`src/rtl/b656_pkg.sv`:
```
// Shared constants and helpers for the BT.656 formatter.
// Assumes 8-bit components and 32-bit words that leave most significant byte first.
package b656_pkg;

    typedef logic [31:0] b656_word_t;

    localparam logic [7:0] LUMA_MIN   = 8'd16;
    localparam logic [7:0] LUMA_MAX   = 8'd235;
    localparam logic [7:0] CHROMA_MIN = 8'd16;
    localparam logic [7:0] CHROMA_MAX = 8'd240;

    localparam b656_word_t BLANK_WORD = 32'h8010_8010;

    // Saturate a signed value into an 8-bit range.
    function automatic logic [7:0] clip8(input int v, input logic [7:0] lo, input logic [7:0] hi);
        if (v < int'(lo)) return lo;
        if (v > int'(hi)) return hi;
        return 8'(v);
    endfunction

    // Build a timing reference word FF 00 00 XY with protection bits.
    function automatic b656_word_t trs_word(input logic f, input logic v, input logic h);
        logic [7:0] xy;
        xy = {1'b1, f, v, h, v ^ h, f ^ h, f ^ v, f ^ v ^ h};
        return {8'hFF, 8'h00, 8'h00, xy};
    endfunction

endpackage

```
`src/rtl/b656_csc.sv`:
```
// Colour space converter: RGB to studio-range YCbCr, one register stage.
// Assumes 8-bit unsigned components; the sync flags pass through aligned with the result.
module b656_csc
    import b656_pkg::*;
(
    input  logic        clk,
    input  logic        rst_n,
    input  logic        in_valid,
    input  logic [23:0] in_rgb,
    input  logic        in_hs,
    input  logic        in_vs,
    output logic        out_valid,
    output logic        out_hs,
    output logic        out_vs,
    output logic [7:0]  out_y,
    output logic [7:0]  out_cb,
    output logic [7:0]  out_cr
);

    logic [7:0] y_c, cb_c, cr_c;

    // Fixed-point matrix with rounding and clamping.
    always_comb begin
        int r, g, b;
        r = int'(in_rgb[23:16]);
        g = int'(in_rgb[15:8]);
        b = int'(in_rgb[7:0]);
        y_c  = clip8(((66 * r + 129 * g + 25 * b + 128) >>> 8) + 16, LUMA_MIN, LUMA_MAX);
        cb_c = clip8(((-38 * r - 74 * g + 112 * b + 128) >>> 8) + 128, CHROMA_MIN, CHROMA_MAX);
        cr_c = clip8(((112 * r - 94 * g - 18 * b + 128) >>> 8) + 128, CHROMA_MIN, CHROMA_MAX);
    end

    // Register the converted sample and its flags.
    always_ff @(posedge clk) begin
        if (!rst_n) begin
            out_valid <= 1'b0;
            out_hs    <= 1'b0;
            out_vs    <= 1'b0;
            out_y     <= LUMA_MIN;
            out_cb    <= 8'd128;
            out_cr    <= 8'd128;
        end else begin
            out_valid <= in_valid;
            out_hs    <= in_valid & in_hs;
            out_vs    <= in_valid & in_vs;
            if (in_valid) begin
                out_y  <= y_c;
                out_cb <= cb_c;
                out_cr <= cr_c;
            end
        end
    end

endmodule

```
`src/rtl/b656_line_seq.sv`:
```
// Line sequencer: decides field and kept lines, pairs samples and emits
// 32-bit words (start code, pixel pairs, end code, blanking fill) to a queue.
// Assumes a full line of LINE_PIXELS samples and that the tail of one kept line
// has been pushed before the next line begins.
module b656_line_seq
    import b656_pkg::*;
#(
    parameter int LINE_PIXELS = 720,
    parameter int BLANK_WORDS = 68
) (
    input  logic       clk,
    input  logic       rst_n,
    input  logic       s_valid,
    input  logic       s_hs,
    input  logic       s_vs,
    input  logic [7:0] s_y,
    input  logic [7:0] s_cb,
    input  logic [7:0] s_cr,
    input  logic       q_full,
    output logic       push,
    output b656_word_t push_word,
    output logic       push_f
);

    localparam int PW = $clog2(LINE_PIXELS);
    localparam int TW = $clog2(BLANK_WORDS + 2);
    localparam logic [PW-1:0] LAST_PIX   = PW'(LINE_PIXELS - 1);
    localparam logic [TW-1:0] TAIL_START = TW'(BLANK_WORDS + 1);

    logic          f_q, par_q, keep_q;
    logic [PW-1:0] pix_q;
    logic [TW-1:0] tail_q;
    logic [7:0]    y0_q, cb0_q, cr0_q;

    logic          cur_f, cur_par, cur_keep;
    logic [PW-1:0] cur_pix;
    logic          sav_push, pair_push, tail_push;
    logic [8:0]    cb_sum, cr_sum;

    // Field, line parity, keep decision and pixel position of the current sample.
    always_comb begin
        cur_f    = s_vs ? ~f_q : f_q;
        cur_par  = s_vs ? 1'b0 : (s_hs ? ~par_q : par_q);
        cur_keep = s_hs ? (cur_par == cur_f) : keep_q;
        cur_pix  = s_hs ? '0 : pix_q;
    end

    // Push selection: pixel-driven words first, tail words fill idle cycles.
    always_comb begin
        sav_push  = s_valid & cur_keep & s_hs;
        pair_push = s_valid & cur_keep & cur_pix[0];
        tail_push = !sav_push && !pair_push && (tail_q != '0) && !q_full;
        cb_sum    = {1'b0, cb0_q} + {1'b0, s_cb} + 9'd1;
        cr_sum    = {1'b0, cr0_q} + {1'b0, s_cr} + 9'd1;
        push      = sav_push | pair_push | tail_push;
        push_f    = sav_push ? cur_f : f_q;
        if (sav_push)
            push_word = trs_word(cur_f, 1'b0, 1'b0);
        else if (pair_push)
            push_word = {cb_sum[8:1], y0_q, cr_sum[8:1], s_y};
        else if (tail_q == TAIL_START)
            push_word = trs_word(f_q, 1'b0, 1'b1);
        else
            push_word = BLANK_WORD;
    end

    // Track field, parity, keep, pixel count and the held first sample of a pair.
    always_ff @(posedge clk) begin
        if (!rst_n) begin
            f_q    <= 1'b1;
            par_q  <= 1'b0;
            keep_q <= 1'b0;
            pix_q  <= '0;
            y0_q   <= '0;
            cb0_q  <= '0;
            cr0_q  <= '0;
        end else if (s_valid) begin
            f_q    <= cur_f;
            par_q  <= cur_par;
            keep_q <= cur_keep;
            pix_q  <= cur_pix + 1'b1;
            if (!cur_pix[0]) begin
                y0_q  <= s_y;
                cb0_q <= s_cb;
                cr0_q <= s_cr;
            end
        end
    end

    // Tail counter: end code then blanking words after the last kept pixel.
    always_ff @(posedge clk) begin
        if (!rst_n)
            tail_q <= '0;
        else if (s_valid && cur_keep && cur_pix == LAST_PIX)
            tail_q <= TAIL_START;
        else if (tail_push)
            tail_q <= tail_q - 1'b1;
    end

endmodule

```
`src/rtl/b656_word_fifo.sv`:
```
// Small synchronous word queue between the line sequencer and the serialiser.
// Assumes the writer never pushes while full; a pop while empty is ignored.
module b656_word_fifo #(
    parameter int DW    = 33,
    parameter int DEPTH = 4
) (
    input  logic          clk,
    input  logic          rst_n,
    input  logic          wr_en,
    input  logic [DW-1:0] wr_data,
    input  logic          rd_en,
    output logic [DW-1:0] rd_data,
    output logic          full,
    output logic          empty
);

    localparam int AW = $clog2(DEPTH);

    logic [DW-1:0] mem_q [DEPTH];
    logic [AW-1:0] wp_q, rp_q;
    logic [AW:0]   cnt_q;
    logic          do_wr, do_rd;

    assign full    = (cnt_q == (AW + 1)'(DEPTH));
    assign empty   = (cnt_q == '0);
    assign do_wr   = wr_en & ~full;
    assign do_rd   = rd_en & ~empty;
    assign rd_data = mem_q[rp_q];

    // Storage write.
    always_ff @(posedge clk) begin
        if (do_wr)
            mem_q[wp_q] <= wr_data;
    end

    // Pointer and occupancy update.
    always_ff @(posedge clk) begin
        if (!rst_n) begin
            wp_q  <= '0;
            rp_q  <= '0;
            cnt_q <= '0;
        end else begin
            if (do_wr)
                wp_q <= (wp_q == AW'(DEPTH - 1)) ? '0 : wp_q + 1'b1;
            if (do_rd)
                rp_q <= (rp_q == AW'(DEPTH - 1)) ? '0 : rp_q + 1'b1;
            cnt_q <= cnt_q + (AW + 1)'(do_wr) - (AW + 1)'(do_rd);
        end
    end

endmodule

```
`src/rtl/b656_formatter.sv`:
```
// Top: RGB pixels in, BT.656-style 4:2:2 byte stream out.
// Chain: colour conversion, line sequencer, word queue, byte serialiser.
// Assumes at least one idle cycle after each valid pixel and a line gap long
// enough for the previous kept line to drain.
module b656_formatter
    import b656_pkg::*;
#(
    parameter int LINE_PIXELS = 720,
    parameter int BLANK_WORDS = 68,
    parameter int QUEUE_DEPTH = 4
) (
    input  logic        clk,
    input  logic        rst_n,
    input  logic        pix_valid,
    input  logic [23:0] pix_rgb,
    input  logic        pix_hsync,
    input  logic        pix_vsync,
    output logic        out_valid,
    output logic [7:0]  out_byte,
    output logic        out_field
);

    logic       csc_valid, csc_hs, csc_vs;
    logic [7:0] csc_y, csc_cb, csc_cr;
    logic       fifo_push, seq_f, fifo_full, fifo_empty, load;
    b656_word_t seq_word, word_q;
    logic [32:0] fifo_out;
    logic       busy_q, fld_q;
    logic [1:0] byte_idx;

    b656_csc u_csc (
        .clk(clk), .rst_n(rst_n),
        .in_valid(pix_valid), .in_rgb(pix_rgb), .in_hs(pix_hsync), .in_vs(pix_vsync),
        .out_valid(csc_valid), .out_hs(csc_hs), .out_vs(csc_vs),
        .out_y(csc_y), .out_cb(csc_cb), .out_cr(csc_cr)
    );

    b656_line_seq #(.LINE_PIXELS(LINE_PIXELS), .BLANK_WORDS(BLANK_WORDS)) u_seq (
        .clk(clk), .rst_n(rst_n),
        .s_valid(csc_valid), .s_hs(csc_hs), .s_vs(csc_vs),
        .s_y(csc_y), .s_cb(csc_cb), .s_cr(csc_cr),
        .q_full(fifo_full),
        .push(fifo_push), .push_word(seq_word), .push_f(seq_f)
    );

    b656_word_fifo #(.DW(33), .DEPTH(QUEUE_DEPTH)) u_fifo (
        .clk(clk), .rst_n(rst_n),
        .wr_en(fifo_push), .wr_data({seq_f, seq_word}),
        .rd_en(load), .rd_data(fifo_out),
        .full(fifo_full), .empty(fifo_empty)
    );

    assign load = !fifo_empty && (!busy_q || byte_idx == 2'd3);

    // Serialiser state: take a word when idle or on its last byte.
    always_ff @(posedge clk) begin
        if (!rst_n) begin
            busy_q   <= 1'b0;
            byte_idx <= 2'd0;
            word_q   <= '0;
            fld_q    <= 1'b0;
        end else if (load) begin
            busy_q   <= 1'b1;
            byte_idx <= 2'd0;
            word_q   <= fifo_out[31:0];
            fld_q    <= fifo_out[32];
        end else if (busy_q) begin
            if (byte_idx == 2'd3)
                busy_q <= 1'b0;
            byte_idx <= byte_idx + 2'd1;
        end
    end

    // Byte select, most significant byte first.
    always_comb begin
        case (byte_idx)
            2'd0:    out_byte = word_q[31:24];
            2'd1:    out_byte = word_q[23:16];
            2'd2:    out_byte = word_q[15:8];
            default: out_byte = word_q[7:0];
        endcase
    end

    assign out_valid = busy_q;
    assign out_field = fld_q;

endmodule

```
`config.mk`:
```
export PLATFORM = sky130hd
export DESIGN_NAME = b656_formatter
export DESIGN_NICKNAME = d
export VERILOG_FILES = /design/src/rtl/b656_pkg.sv /design/src/rtl/b656_csc.sv /design/src/rtl/b656_line_seq.sv /design/src/rtl/b656_word_fifo.sv /design/src/rtl/b656_formatter.sv
export SDC_FILE = /design/constraint.sdc
export NUM_CORES = 1
export LEC_CHECK = 0
export BUFFER_PORTS_ARGS = -buffer_cell sky130_fd_sc_hd__buf_4
export CAP_MARGIN = 20
export CORE_MARGIN = 3
export CORE_UTILIZATION = 30
export CTS_CLUSTER_SIZE = 25
export DETAILED_ROUTE_END_ITERATION = 8
export PLACE_DENSITY_LB_ADDON = 0.1
export SLEW_MARGIN = 15
export SYNTH_ARGS = -nofsm -noshare
export SYNTH_HDL_FRONTEND = slang
export SYNTH_SLANG_ARGS = --single-unit
```
`constraint.sdc`:
```
create_clock -name clk -period 8.05 [get_ports clk]
set_input_delay 0.805 -clock clk [delete_from_list [all_inputs] [get_ports clk]]
set_output_delay 0.805 -clock clk [all_outputs]
set_load 0.01 [all_outputs]
```
**Yosys cells after proc, flatten, opt, wreduce, memory -nomap -nowiden**

Memories as Yosys holds them, arrays and structs flattened. A register that Yosys moved wholly into a read port is not among the register bits.
Index checks and enable logic that the tools add are counted.

- Order comparisons: 6
- Reduce and logical (&&, ||, !) cells: 20
- Equal/unequal tests: 9
- Bitwise logic cells: 15
- Mux-type cells: 40
- Add/sub/neg operators: 23
- Multiply operators: 9

Operators with widths:

| cell | number |
|---|---|
| $add 32x32->32 | 3 |
| $add 32x9->32 const B | 3 |
| $gt 32x9->1 const B | 3 |
| $lt 32x6->1 const B | 3 |
| $mux 8 | 12 |
| $sub 32x32->32 | 3 |
| $mux 32 | 2 |
| $add 24x9->25 const B | 2 |
| $mul 6x8->14 const A | 3 |
| $mux 31 | 1 |
| $add 24x6->25 const B | 1 |
| $pmux 8 s3 | 1 |
| $mul 3x8->11 const A | 2 |
| $mux 1 | 19 |
| $add 8x8->9 | 2 |
| $add 9x1->9 const B | 2 |
| $mul 8x8->16 const A | 1 |
| $mul 6x9->15 const A | 1 |
| $mux 7 | 2 |
| $mul 5x8->13 const A | 1 |
| $mul 4x8->12 const A | 1 |
| $add 10x1->10 const B | 1 |
| $eq 10x10->1 const B | 1 |
| $mux 10 | 1 |
| 22 further kinds | 51 |

- Memories: 1
- Memory bits (writable): 132
- Output and inout bits: 10
- Register bits: 81
- Logic and storage cells: 143
- Input port bits: 29

Memories:

| name | words | bits a word | rd ports | clocked after memory_dff | write ports | line | source |
|---|---|---|---|---|---|---|---|
| u_fifo.mem_q | 4 | 33 | 1 | 1 | 1 | b656_word_fifo.sv:19 | `logic [DW-1:0] mem_q [DEPTH];` |

**Depth between registers and ports, before layout**

Gate-level depths: netlist (run 1).

- Depth after elaboration: 15
- Gate-level depth with buffers: 32
- Gate-level depth less buffers: 32

**Hierarchy**

From an unflattened synthesis (run 1), not the netlist that was laid out.

- Cells, all modules: 1,832
- Area, all modules: 19,371.1 sq um

By module, submodules not included:

| module | area an instance (sq um) | seq. area each (sq um) | times used | cells an instance |
|---|---|---|---|---|
| b656_csc | 9,494.1 | 540.5 | 1 | 1,053 |
| b656_word_fifo | 5,290.1 | 4,144.0 | 1 | 225 |
| b656_line_seq | 2,889.0 | 880.8 | 1 | 365 |
| b656_formatter | 1,697.9 | 720.7 | 1 | 189 |

**Worst setup path after synthesis (run 1)**

No wires, ideal clock.

- Path kind: input-to-reg
- Start point: input port pix_rgb[10]
- End point: register u_csc.out_cr[0]
- Setup slack: 549 ps
- Setup time: 74 ps
- Arrival time: 7,427 ps
- Cell stages on the path: 30
- Required time: 7,976 ps
- Buffers on the path: 0
- Cells stage by stage: inv_1 fa_1 inv_1 ha_1 fa_1 inv_1 fa_1 nor2b_1 o21ai_0 a21boi_0 o21ai_0 a21oi_1 o21ai_0 nand2_1 xor2_1 fa_1 inv_1 ha_1 ha_1 and3_1 a221o_1 a21o_1 a21o_1 fa_1 ha_1 nor3b_1 mux2i_1 a2111oi_2 o211ai_1 o21ai_0

- Word-level cells in the longest chain between the ends: 10

RTL lines:

| item | line | source |
|---|---|---|
| from (decl) | b656_formatter.sv:15 | `input logic [23:0] pix_rgb,` |
| $mul 6x8->14 * | b656_csc.sv:30 | `cr_c = clip8(((112 * r - 94 * g - 18 * b + 128) >>> 8) + 128, CHROMA_MIN, CHROMA_MAX);` |
| $sub 32x32->32 * (2 in a row) | b656_csc.sv:30 |  |
| $add 32x9->32 * | b656_csc.sv:30 |  |
| $add 24x9->25 * | b656_csc.sv:30 |  |
| $gt 32x9->1 | b656_pkg.sv:17 | `if (v > int'(hi)) return hi;` |
| $mux 1 (2 in a row) | b656_pkg.sv:17 |  |
| $mux 8 | b656_pkg.sv:18 | `return 8'(v);` |
| $mux 8 * | b656_pkg.sv:17 |  |
| to (signal assigned) | b656_csc.sv:49 | `out_cr <= cr_c;` |
| to (decl) | b656_csc.sv:17 | `output logic [7:0] out_cr` |

Every way passes the cells marked *; elsewhere a longest branch is shown, timed or not. The select of a mux whose other input is x is not followed.
A chain may end at the register's enable or synchronous reset.

**Worst setup path in the final report (run 1)**

- Start point: input port pix_rgb[11]
- End point: register u_csc.out_cr[0]

Same word-level chain as after synthesis.

==> impl_metrics.py, run 1 <==
metrics = {
    "synthesis": {
        "synth_compound_area_share_pct": 13.0,
        "synthCells": 1784,
        "synthFlopType": "edfxtp_1",
        "syn_area_per_cell_um2": 10.4,
        "synth_edf_count": 132,
        "yosys.area_share.adder_pct": 28.7,
        "synth-seq-cells": 246,
        "synthMuxAreaShare_pct": 4.53,
        "synth.area.top_cells": "edfxtp_1, ha_1, dfxtp_1, fa_1, inv_1",
        "synth_xor_area_share_pct": 4.42,
        "async_flop_share_pct": 0,
        "synth_cell_types": 74,
        "synth-simple-area-share_pct": 10.4,
        "synth_top_area_share_pct": 21.3,
        "synth_top_family_by_area": "adder cells",
        "synth_nets": 2186,
        "synth_top_area_cell": "edfxtp_1",
        "ys_seq_area_share_pct": 33.5,
        "synth_area_mm2": 0.0186,
        "yosys_warnings": 0,
    },
    "sta": {
        "max_freq_ghz": 0.133,
        "fin_crit_sh_pct": 93.6,
        "clock-skew-final_ps": 12.3,
        "hold_violations": 0,
        "setup_viol": 0,
        "rsz0062_at_grt": "no",
        "finalMaxSlewViolations": 0,
        "slew_headroom_pct": 31.6,
        "worstMarginPinSlew_ps": 1020,
        "period_minus_slack_ps": 7530,
    },
    "cells_and_area": {
        "seqCellArea_mm2": 0.00625,
        "multi_input_area_mm2": 0.0114,
        "final_nets": 2251,
        "diodes": 0,
        "fin_area_mm2": 0.0210,
        "drive_gt1_share_pct": 9.15,
        "fill_cells": 6217,
        "finalNonFillerCells": 2697,
        "synthToLayoutAreaGrowth_pct": 12.7,
        "final_cell_mix": "ha_1, inv_1, nand2_1, edfxtp_1, dfxtp_1",
        "final_common_cell": "ha_1",
        "utilization_pct": 34.4,
    },
    "routing": {
        "num_vias": 12600,
        "wire_per_inst_um": 17.1,
        "totalWireLength_um": 46200,
        "drc": 0,
        "via_per_inst": 4.68,
        "dr.pass1.iters": 5,
        "wl_met3_um": 905,
        "wl_met2_um": 23100,
        "antenna_left": 0,
        "drt-initial-drc-count": 548,
        "wirelength_met1_um": 21400,
        "top_layer": "met5",
    },
    "power": {
        "p_int_uw": 5170,
        "p_sw_share_pct": 45.1,
        "power_frac_clock_pct": 12.8,
        "p_leak_uw": 0.00899,
        "p_switching_uw": 4250,
        "p_comb_share_pct": 67.5,
        "powerDensity_mw_per_mm2": 449,
        "p_seq_share_pct": 19.7,
        "ir_drop_mv": 0.336,
    },
    "global_routing": {
        "grt_pass1_vias": 13100,
        "grt_pass1_wl_um": 73500,
        "grt_max_degree": 70,
        "track_usage_pct": 14.4,
        "gr-total-overflow": 0,
        "antenna_found_initial": 2,
    },
    "clock_network": {
        "path_clk_slew_ps": 60,
        "htree_num_levels": 1,
        "cts_tree": "built",
        "cts_root_buf": "clkbuf_16",
        "cts_buffers": 26,
        "post_cts_buffers": 0,
        "ctsResizeCount": 0,
        "cts_buffer_depth": 3,
        "worstSkewPairLatency_ps": 530,
        "holdBufCountCts": 0,
        "clock-sinks": 246,
    },
    "place": {
        "io_buffers": 38,
        "place_area_mm2": 0.0201,
        "post-dp-hpwl_um": 35700,
        "dp_cells": 2648,
        "globalplace.congestion": 0.833,
    },
    "setup_path": {
        "cpMaxStageDelayCell": "fa_1",
        "critPathMaxFanout": 6,
        "endpoint_kind": "flop",
        "start_kind": "input pin",
        "crit_path_frequent_cell": "ha_1",
        "max_stage_delay_ps": 560,
        "path_class": "input pin to flop",
        "cp.arrival_ps": 8000,
        "required_ps": 8510,
    },
    "min_path": {
        "min_path_type": "flop to flop",
    },
    "outcome": {
        "status": "finished, final reports clean",
    },
    "run": {
        "max-cap-violations": 0,
    },
    "floorplan": {
        "initial_utilization_pct": 30.6,
        "rows": 90,
        "fp.dieH_um": 255,
        "core-area_mm2": 0.0609,
        "io_pins": 39,
        "die_area_mm2": 0.0651,
        "die_w_um": 255,
    },
}
[final cells by class]
cell class | instances | area share, %
Multi-Input combinational cell | 1271 | 54.2
Sequential cell | 246 | 29.8
Tap cell | 828 | 4.94
Inverter | 219 | 3.92
Clock buffer | 33 | 3.33
Timing Repair Buffer | 85 | 3.08
Clock inverter | 15 | 0.775
[registers in the layout (all words and copies together), names as in the netlist, 2 cells and up]
register and cells:
u_seq.y0_q 8, u_seq.pix_q 10, word_q 32, u_seq.tail_q 7, u_fifo.mem_q 132, byte_idx 2, u_csc.out_cb 8, u_csc.out_y 8
u_seq.cr0_q 8, u_fifo.rp_q 2, u_csc.out_cr 8, u_fifo.cnt_q 3, u_fifo.wp_q 2, u_seq.cb0_q 8
[cells by family after synthesis]
family / after synthesis
flip-flops: 246
XOR/XNOR: 94
AO/OA/AOI/OAI: 349
adder cells (fa/ha/maj): 373
AND/OR/NAND/NOR: 412
multiplexers: 43
buffers and inverters: 267
[worst max-delay path: cells and delay by family]
family,cells,cell delay [ps]
fa+ha+maj,9,3530
compound gates,12,2680
simple gates,3,370
buf+inv,4,300
mux,1,170
xor+xnor,1,150
[path summary, 6_finish.rpt]
kind	end	startpoint	cells past startpoint	slack, ps
worst max-delay path	u_csc.out_cr[0]	pix_rgb[11]	30	520
worst min-delay path	word_q[12]	word_q[12]	2	460
worst max register to register	u_fifo.cnt_q[2]	u_csc.out_valid	10	4230
worst min register to register	word_q[12]	word_q[12]	2	460
[synth_stat cells (3+ instances only)]
cell type	number
ha_1	282
inv_1	217
nand2_1	180
edfxtp_1	132
dfxtp_1	114
fa_1	91
a21oi_1	85
a21boi_0	73
nor2_1	73
xnor2_1	63
o21ai_0	55
clkbuf_1	43
mux4_2	33
nor2b_1	33
xor2_1	31
and2_1	24
nor3_1	22
a21o_1	21
nand3_1	19
o21a_1	18
o21bai_1	15
and3_1	14
nand2b_1	12
mux2i_1	10
a222oi_1	8
a31oi_1	8
o211ai_1	8
a32o_1	6
o31ai_1	5
a41oi_1	4
buf_1	4
nand3b_1	4
nand4_1	4
nor3b_1	4
or2_2	4
or3_1	4
or4_1	4
a211oi_1	3
nor4_1	3
nor4b_1	3
o41ai_1	3
[power by group through the flow]
stage          Clock, µW  Combinational [µW]  Sequential [µW]
2_1_floorplan          0                4650             1830
3_5_place_dp           0                6410             1890
3_3_place_gp           0                6390             1880
4_1_cts             1250                6460             1860
6_report            1200                6360             1860
5_1_grt             1290                7240             1900
[layer usage]
metal  vias up  GRT usage, %
met5         -             0
li1       6358             -
met2       117          26.4
met3        34          1.21
met1      6099          18.7
met4         2          2.95
[per-stage QoR]
| step | total power, µW | setup slack [ps] | TNS, ps | hold slack (ps) |
|---|---|---|---|---|
| after floorplan | 6480 | 549 | 0 | 439 |
| after global placement | 8270 | 71.2 | 0 | 450 |
| after detailed placement | 8300 | -35.4 | -133 | 460 |
| after CTS | 9570 | 522 | 0 | 470 |
| after global routing | 10400 | 13.4 | 0 | 489 |
| final | 9420 | 516 | 0 | 464 |
(Power assumes the default switching activity.)
==> run 2: changes to the inputs <==
Settings changed: CTS_BUF_LIST set to sky130_fd_sc_hd__clkbuf_16, SYNTH_HIERARCHICAL set to 1.
==> impl_metrics.py, run 2 <==
metrics = {
    "outcome": {
        "status": "finished, final reports clean",
    },
    "setup_path": {
        "start_kind": "input pin",
        "worstReg2RegStart": "u_csc/out_valid",
        "max_stage_delay_ps": 520,
        "required_ps": 8520,
        "r2r-end": "u_fifo/cnt_q[2]",
        "r2r_slack_ps": 4330,
        "cp.arrival_ps": 7930,
        "endpoint_kind": "flop",
        "r2r_cells": 13,
        "critPathMaxFanout": 6,
        "path_class": "input pin to flop",
        "crit_path_frequent_cell": "ha_1",
        "cpMaxStageDelayCell": "fa_1",
    },
    "cells_and_area": {
        "diodes": 0,
        "reg_top3": "u_fifo/mem_q (132), word_q (32), u_seq/pix_q (10)",
        "top_register": "u_fifo/mem_q",
        "final_nets": 2309,
        "largest_reg_flops": 132,
        "multi_input_area_mm2": 0.0120,
        "final_cell_mix": "ha_1, inv_1, nand2_1, edfxtp_1, dfxtp_1",
        "final_common_cell": "ha_1",
        "fill_cells": 6456,
        "seqCellArea_mm2": 0.00629,
        "synthToLayoutAreaGrowth_pct": 11.7,
        "drive_gt1_share_pct": 9.93,
        "utilization_pct": 34.1,
        "finalNonFillerCells": 2760,
    },
    "clock_network": {
        "path_clk_slew_ps": 60,
        "cts_buffers": 26,
        "clock-sinks": 248,
        "worstSkewPairLatency_ps": 530,
        "holdBufCountCts": 0,
        "cts_tree": "built",
        "cts_root_buf": "clkbuf_16",
        "htree_num_levels": 1,
        "cts_buffer_depth": 3,
        "post_cts_buffers": 0,
    },
    "synthesis": {
        "synth_top_area_share_pct": 20.5,
        "async_flop_share_pct": 0,
        "yosys_warnings": 6,
        "synth-seq-cells": 248,
        "synth_edf_count": 132,
        "synth.area.top_cells": "edfxtp_1, ha_1, dfxtp_1, fa_1, inv_1",
        "synth_nets": 2246,
        "synth_top_area_cell": "edfxtp_1",
        "ys_seq_area_share_pct": 32.5,
        "syn_area_per_cell_um2": 10.6,
        "synth_most_common_cell": "ha_1",
        "synth_cell_types": 92,
        "netlist_top_cells_count": "ha_1, inv_1, nand2_1",
        "synthFlopType": "edfxtp_1",
        "synth_area_mm2": 0.0194,
        "synthCells": 1832,
    },
    "sta": {
        "fin_crit_sh_pct": 92.7,
        "setup_viol": 0,
        "clock-skew-final_ps": 12.4,
        "max_freq_ghz": 0.134,
        "period_minus_slack_ps": 7460,
        "rsz0062_at_grt": "no",
        "finalMaxSlewViolations": 0,
        "hold_violations": 0,
        "worstMarginPinSlew_ps": 782,
        "slew_headroom_pct": 47.9,
    },
    "global_routing": {
        "track_usage_pct": 13.7,
        "gr-total-overflow": 0,
        "grt_pass1_wl_um": 73700,
        "grt_max_degree": 81,
        "antenna_found_initial": 0,
        "grt_pass1_vias": 13300,
    },
    "floorplan": {
        "die_area_mm2": 0.0677,
        "rows": 92,
        "initial_utilization_pct": 30.5,
        "die_w_um": 260,
        "fp.dieH_um": 260,
        "core-area_mm2": 0.0634,
        "io_pins": 39,
    },
    "routing": {
        "wl_met3_um": 767,
        "via_per_inst": 4.69,
        "wirelength_met1_um": 21800,
        "top_layer": "met4",
        "wl_met2_um": 22400,
        "wire_per_inst_um": 16.5,
        "totalWireLength_um": 45600,
        "antenna_left": 0,
        "num_vias": 13000,
        "drt-initial-drc-count": 517,
        "dr.pass1.iters": 5,
        "drc": 0,
    },
    "place": {
        "io_buffers": 38,
        "dp_cells": 2713,
        "post-dp-hpwl_um": 35400,
        "globalplace.congestion": 0.777,
    },
    "min_path": {
        "hold_start": "u_csc/out_y[5]",
        "holdPathStages": 2,
        "hold_path_end": "u_csc/out_y[5]",
        "min_path_type": "flop to flop",
    },
    "run": {
        "max-cap-violations": 0,
    },
}
-- run 2: cell families (layout without fill, tap and decap cells) --
family | Yosys count | after routing | share of synthesized area, %
AOI/OAI and AO/OA | 337 | 337 | 11.9
xor gates and xnor gates | 100 | 100 | 4.62
muxes | 77 | 77 | 6.21
buffers and inverters | 262 | 344 | 5.79
adders and majority gates | 386 | 386 | 28.4
DFF | 248 | 248 | 32.5
and+or+nand+nor | 422 | 422 | 10.6
-- run 2: area by class of cell --
type,instances,area share [%]
tap,846,4.89
clock inverter,20,0.890
sequential,248,29.1
inverter,210,3.64
multi-input combinational,1322,55.3
clock buffer,27,3.12
timing repair buffer,87,3.05
-- run 2: worst max-delay path, delay by kind of cell --
family	cells	cell delay, ps
adders and majority gates	8	2820
AOI/OAI and AO/OA	12	2400
and+or+nand+nor	8	1350
buffers and inverters	5	420
xor gates and xnor gates	1	120
-- run 2: repair_timing --
| action | 4_1_cts | 5_1_grt |
|---|---|---|
| gates resized for setup | 0 | 2 |
| endpoints found under the setup margin | 0 | 6 |
| endpoints found under the hold margin | 0 | 0 |
-- run 2: per-stage QoR --
step | area (µm²) | TNS [ps] | worst slack [ps] | hold slack [ps]
3_3_place_gp | 20800 | 0 | 45.6 | 444
3_5_place_dp | 20800 | -41.1 | -21.2 | 450
6_report | 21600 | 0 | 586 | 452
5_1_grt | 21600 | 0 | 39.0 | 478
2_1_floorplan | 19400 | 0 | 392 | 427
4_1_cts | 21600 | 0 | 503 | 459
-- run 2: worst max-delay path by stage --
stage | startpoint | endpoint | cells after the start
finish | pix_rgb[11] | u_csc/out_cr[2] | 34
CTS | pix_rgb[11] | u_csc/out_cr[2] | 35
global route | pix_rgb[11] | u_csc/out_cr[2] | 35
global placement | pix_rgb[11] | u_csc/out_cr[1] | 35
floorplan | pix_rgb[10] | u_csc/out_cr[2] | 34
detailed placement | pix_rgb[13] | u_csc/out_cr[2] | 34
-- run 2: metal layers --
layer	GRT usage (%)	up-vias
met5	0	-
met4	2.79	0
met3	0.799	40
met2	24.4	115
met1	18.3	6233
li1	-	6563
Power of run 2 is left out: the tool's default activity adds up to more than one toggle a clock period on the data nets, which glitch-free logic cannot reach.
==> run 3: changes to the inputs <==
Settings changed: SLEW_MARGIN 15 to 20.
Clock period 8.05 ns to 7.85 ns, I/O delays scaled along.
==> impl_metrics.py, run 3 (synthesized netlist as in run 2, its figures left out) <==
metrics = {
    "outcome": {
        "status": "finished, final reports clean",
    },
    "clock_network": {
        "cts_buffer_depth": 3,
        "cts_root_buf": "clkbuf_16",
        "cts_tree": "built",
        "path_clk_slew_ps": 60,
        "htree_num_levels": 1,
        "clock-sinks": 248,
        "post_cts_buffers": 0,
        "worstSkewPairLatency_ps": 540,
        "cts_buffers": 25,
    },
    "sta": {
        "hold_violations": 0,
        "max_freq_ghz": 0.135,
        "worstMarginPinSlew_ps": 933,
        "period_minus_slack_ps": 7400,
        "fin_crit_sh_pct": 94.2,
        "finalMaxSlewViolations": 0,
        "setup_viol": 0,
        "clock-skew-final_ps": 28.9,
        "rsz0062_at_grt": "no",
        "slew_headroom_pct": 37.8,
    },
    "routing": {
        "antenna_left": 0,
        "drc": 0,
        "num_vias": 13100,
        "drt-initial-drc-count": 543,
        "via_per_inst": 4.71,
        "totalWireLength_um": 45800,
        "wire_per_inst_um": 16.5,
        "dr.pass1.iters": 6,
    },
    "setup_path": {
        "start_kind": "input pin",
        "worstReg2RegStart": "u_csc/out_valid",
        "cp.arrival_ps": 7820,
        "r2r_slack_ps": 4030,
        "r2r-end": "u_fifo/cnt_q[2]",
        "cp-startpoint": "pix_rgb[10]",
        "required_ps": 8270,
        "path_class": "input pin to flop",
        "critPathMaxFanout": 4,
        "r2r_cells": 12,
        "crit_path_frequent_cell": "ha_1",
        "endpoint_kind": "flop",
        "max_stage_delay_ps": 530,
        "cpMaxStageDelayCell": "fa_1",
    },
    "place": {
        "post-dp-hpwl_um": 35600,
        "dp_cells": 2736,
        "io_buffers": 38,
        "globalplace.congestion": 0.764,
    },
    "cells_and_area": {
        "top_register": "u_fifo/mem_q",
        "diodes": 0,
        "reg_top3": "u_fifo/mem_q (132), word_q (32), u_seq/pix_q (10)",
        "drive_gt1_share_pct": 11.2,
        "finalNonFillerCells": 2782,
        "largest_reg_flops": 132,
        "utilization_pct": 34.2,
        "final_cell_mix": "ha_1, inv_1, nand2_1, edfxtp_1, dfxtp_1",
        "final_nets": 2331,
        "synthToLayoutAreaGrowth_pct": 12.1,
        "final_common_cell": "ha_1",
    },
    "min_path": {
        "hold_path_end": "u_csc/out_y[5]",
        "holdPathStages": 2,
        "min_path_type": "flop to flop",
        "hold_start": "u_csc/out_y[5]",
    },
    "floorplan": {
        "core-area_mm2": 0.0634,
        "initial_utilization_pct": 30.5,
        "fp.dieH_um": 260,
        "die_w_um": 260,
        "rows": 92,
        "die_area_mm2": 0.0677,
        "io_pins": 39,
    },
    "global_routing": {
        "grt_max_degree": 80,
        "grt_pass1_vias": 13600,
        "track_usage_pct": 13.7,
        "gr-total-overflow": 0,
        "antenna_found_initial": 0,
        "grt_pass1_wl_um": 74600,
    },
    "run": {
        "max-cap-violations": 0,
    },
}
## run 3: area by class of cell
type	instances	area, µm²
Clock buffer	25	626
Clock inverter	21	130
Fill cell	6446	41700
Inverter	210	792
Multi-Input combinational cell	1322	12000
Sequential cell	248	6290
Tap cell	846	1060
Timing Repair Buffer	110	826
## run 3: worst max path at each step
stage	to	cells past startpoint	slack, ps
after floorplan	u_csc/out_cr[2]	34	210
after global placement	u_csc/out_cr[1]	34	-110
after detailed placement	u_csc/out_cr[1]	34	-180
after CTS	u_csc/out_cr[1]	34	350
after global routing	u_csc/out_cr[7]	35	3
final	u_csc/out_cr[5]	34	450
## run 3: critical path: cells and delay by family
kind,cells,cell delay [ps]
AOI/OAI and AO/OA,12,2270
buffers and inverters,6,470
xor gates and xnor gates,1,140
adders and majority gates,8,2670
and+or+nand+nor,7,1490
## run 3: layer usage
metal / wire length [µm] / share of wire, % / vias up / GRT usage [%]
met5: 0 / 0 / - / 0
met4: 686 / 1.5 / 0 / 2.71
met3: 861 / 1.9 / 35 / 0.818
met2: 22100 / 48 / 118 / 24.4
met1: 22200 / 48 / 6338 / 18.5
li1: - / - / 6610 / -
## run 3: per-stage QoR
step / setup TNS, ps / cell area [µm²] / setup slack, ps / hold slack (ps)
5_1_grt: 0 / 21700 / 3.43 / 478
4_1_cts: 0 / 21700 / 346 / 442
3_5_place_dp: -1110 / 20900 / -181 / 449
3_3_place_gp: -577 / 20900 / -107 / 447
2_1_floorplan: 0 / 19400 / 212 / 427
6_report: 0 / 21700 / 454 / 453
## run 3: timing repair
item / CTS / global route
hold buffers: 0 / 0
resized for setup: 0 / 6
setup endpoints to repair: 0 / 8
Power of run 3 is left out for the same reason.
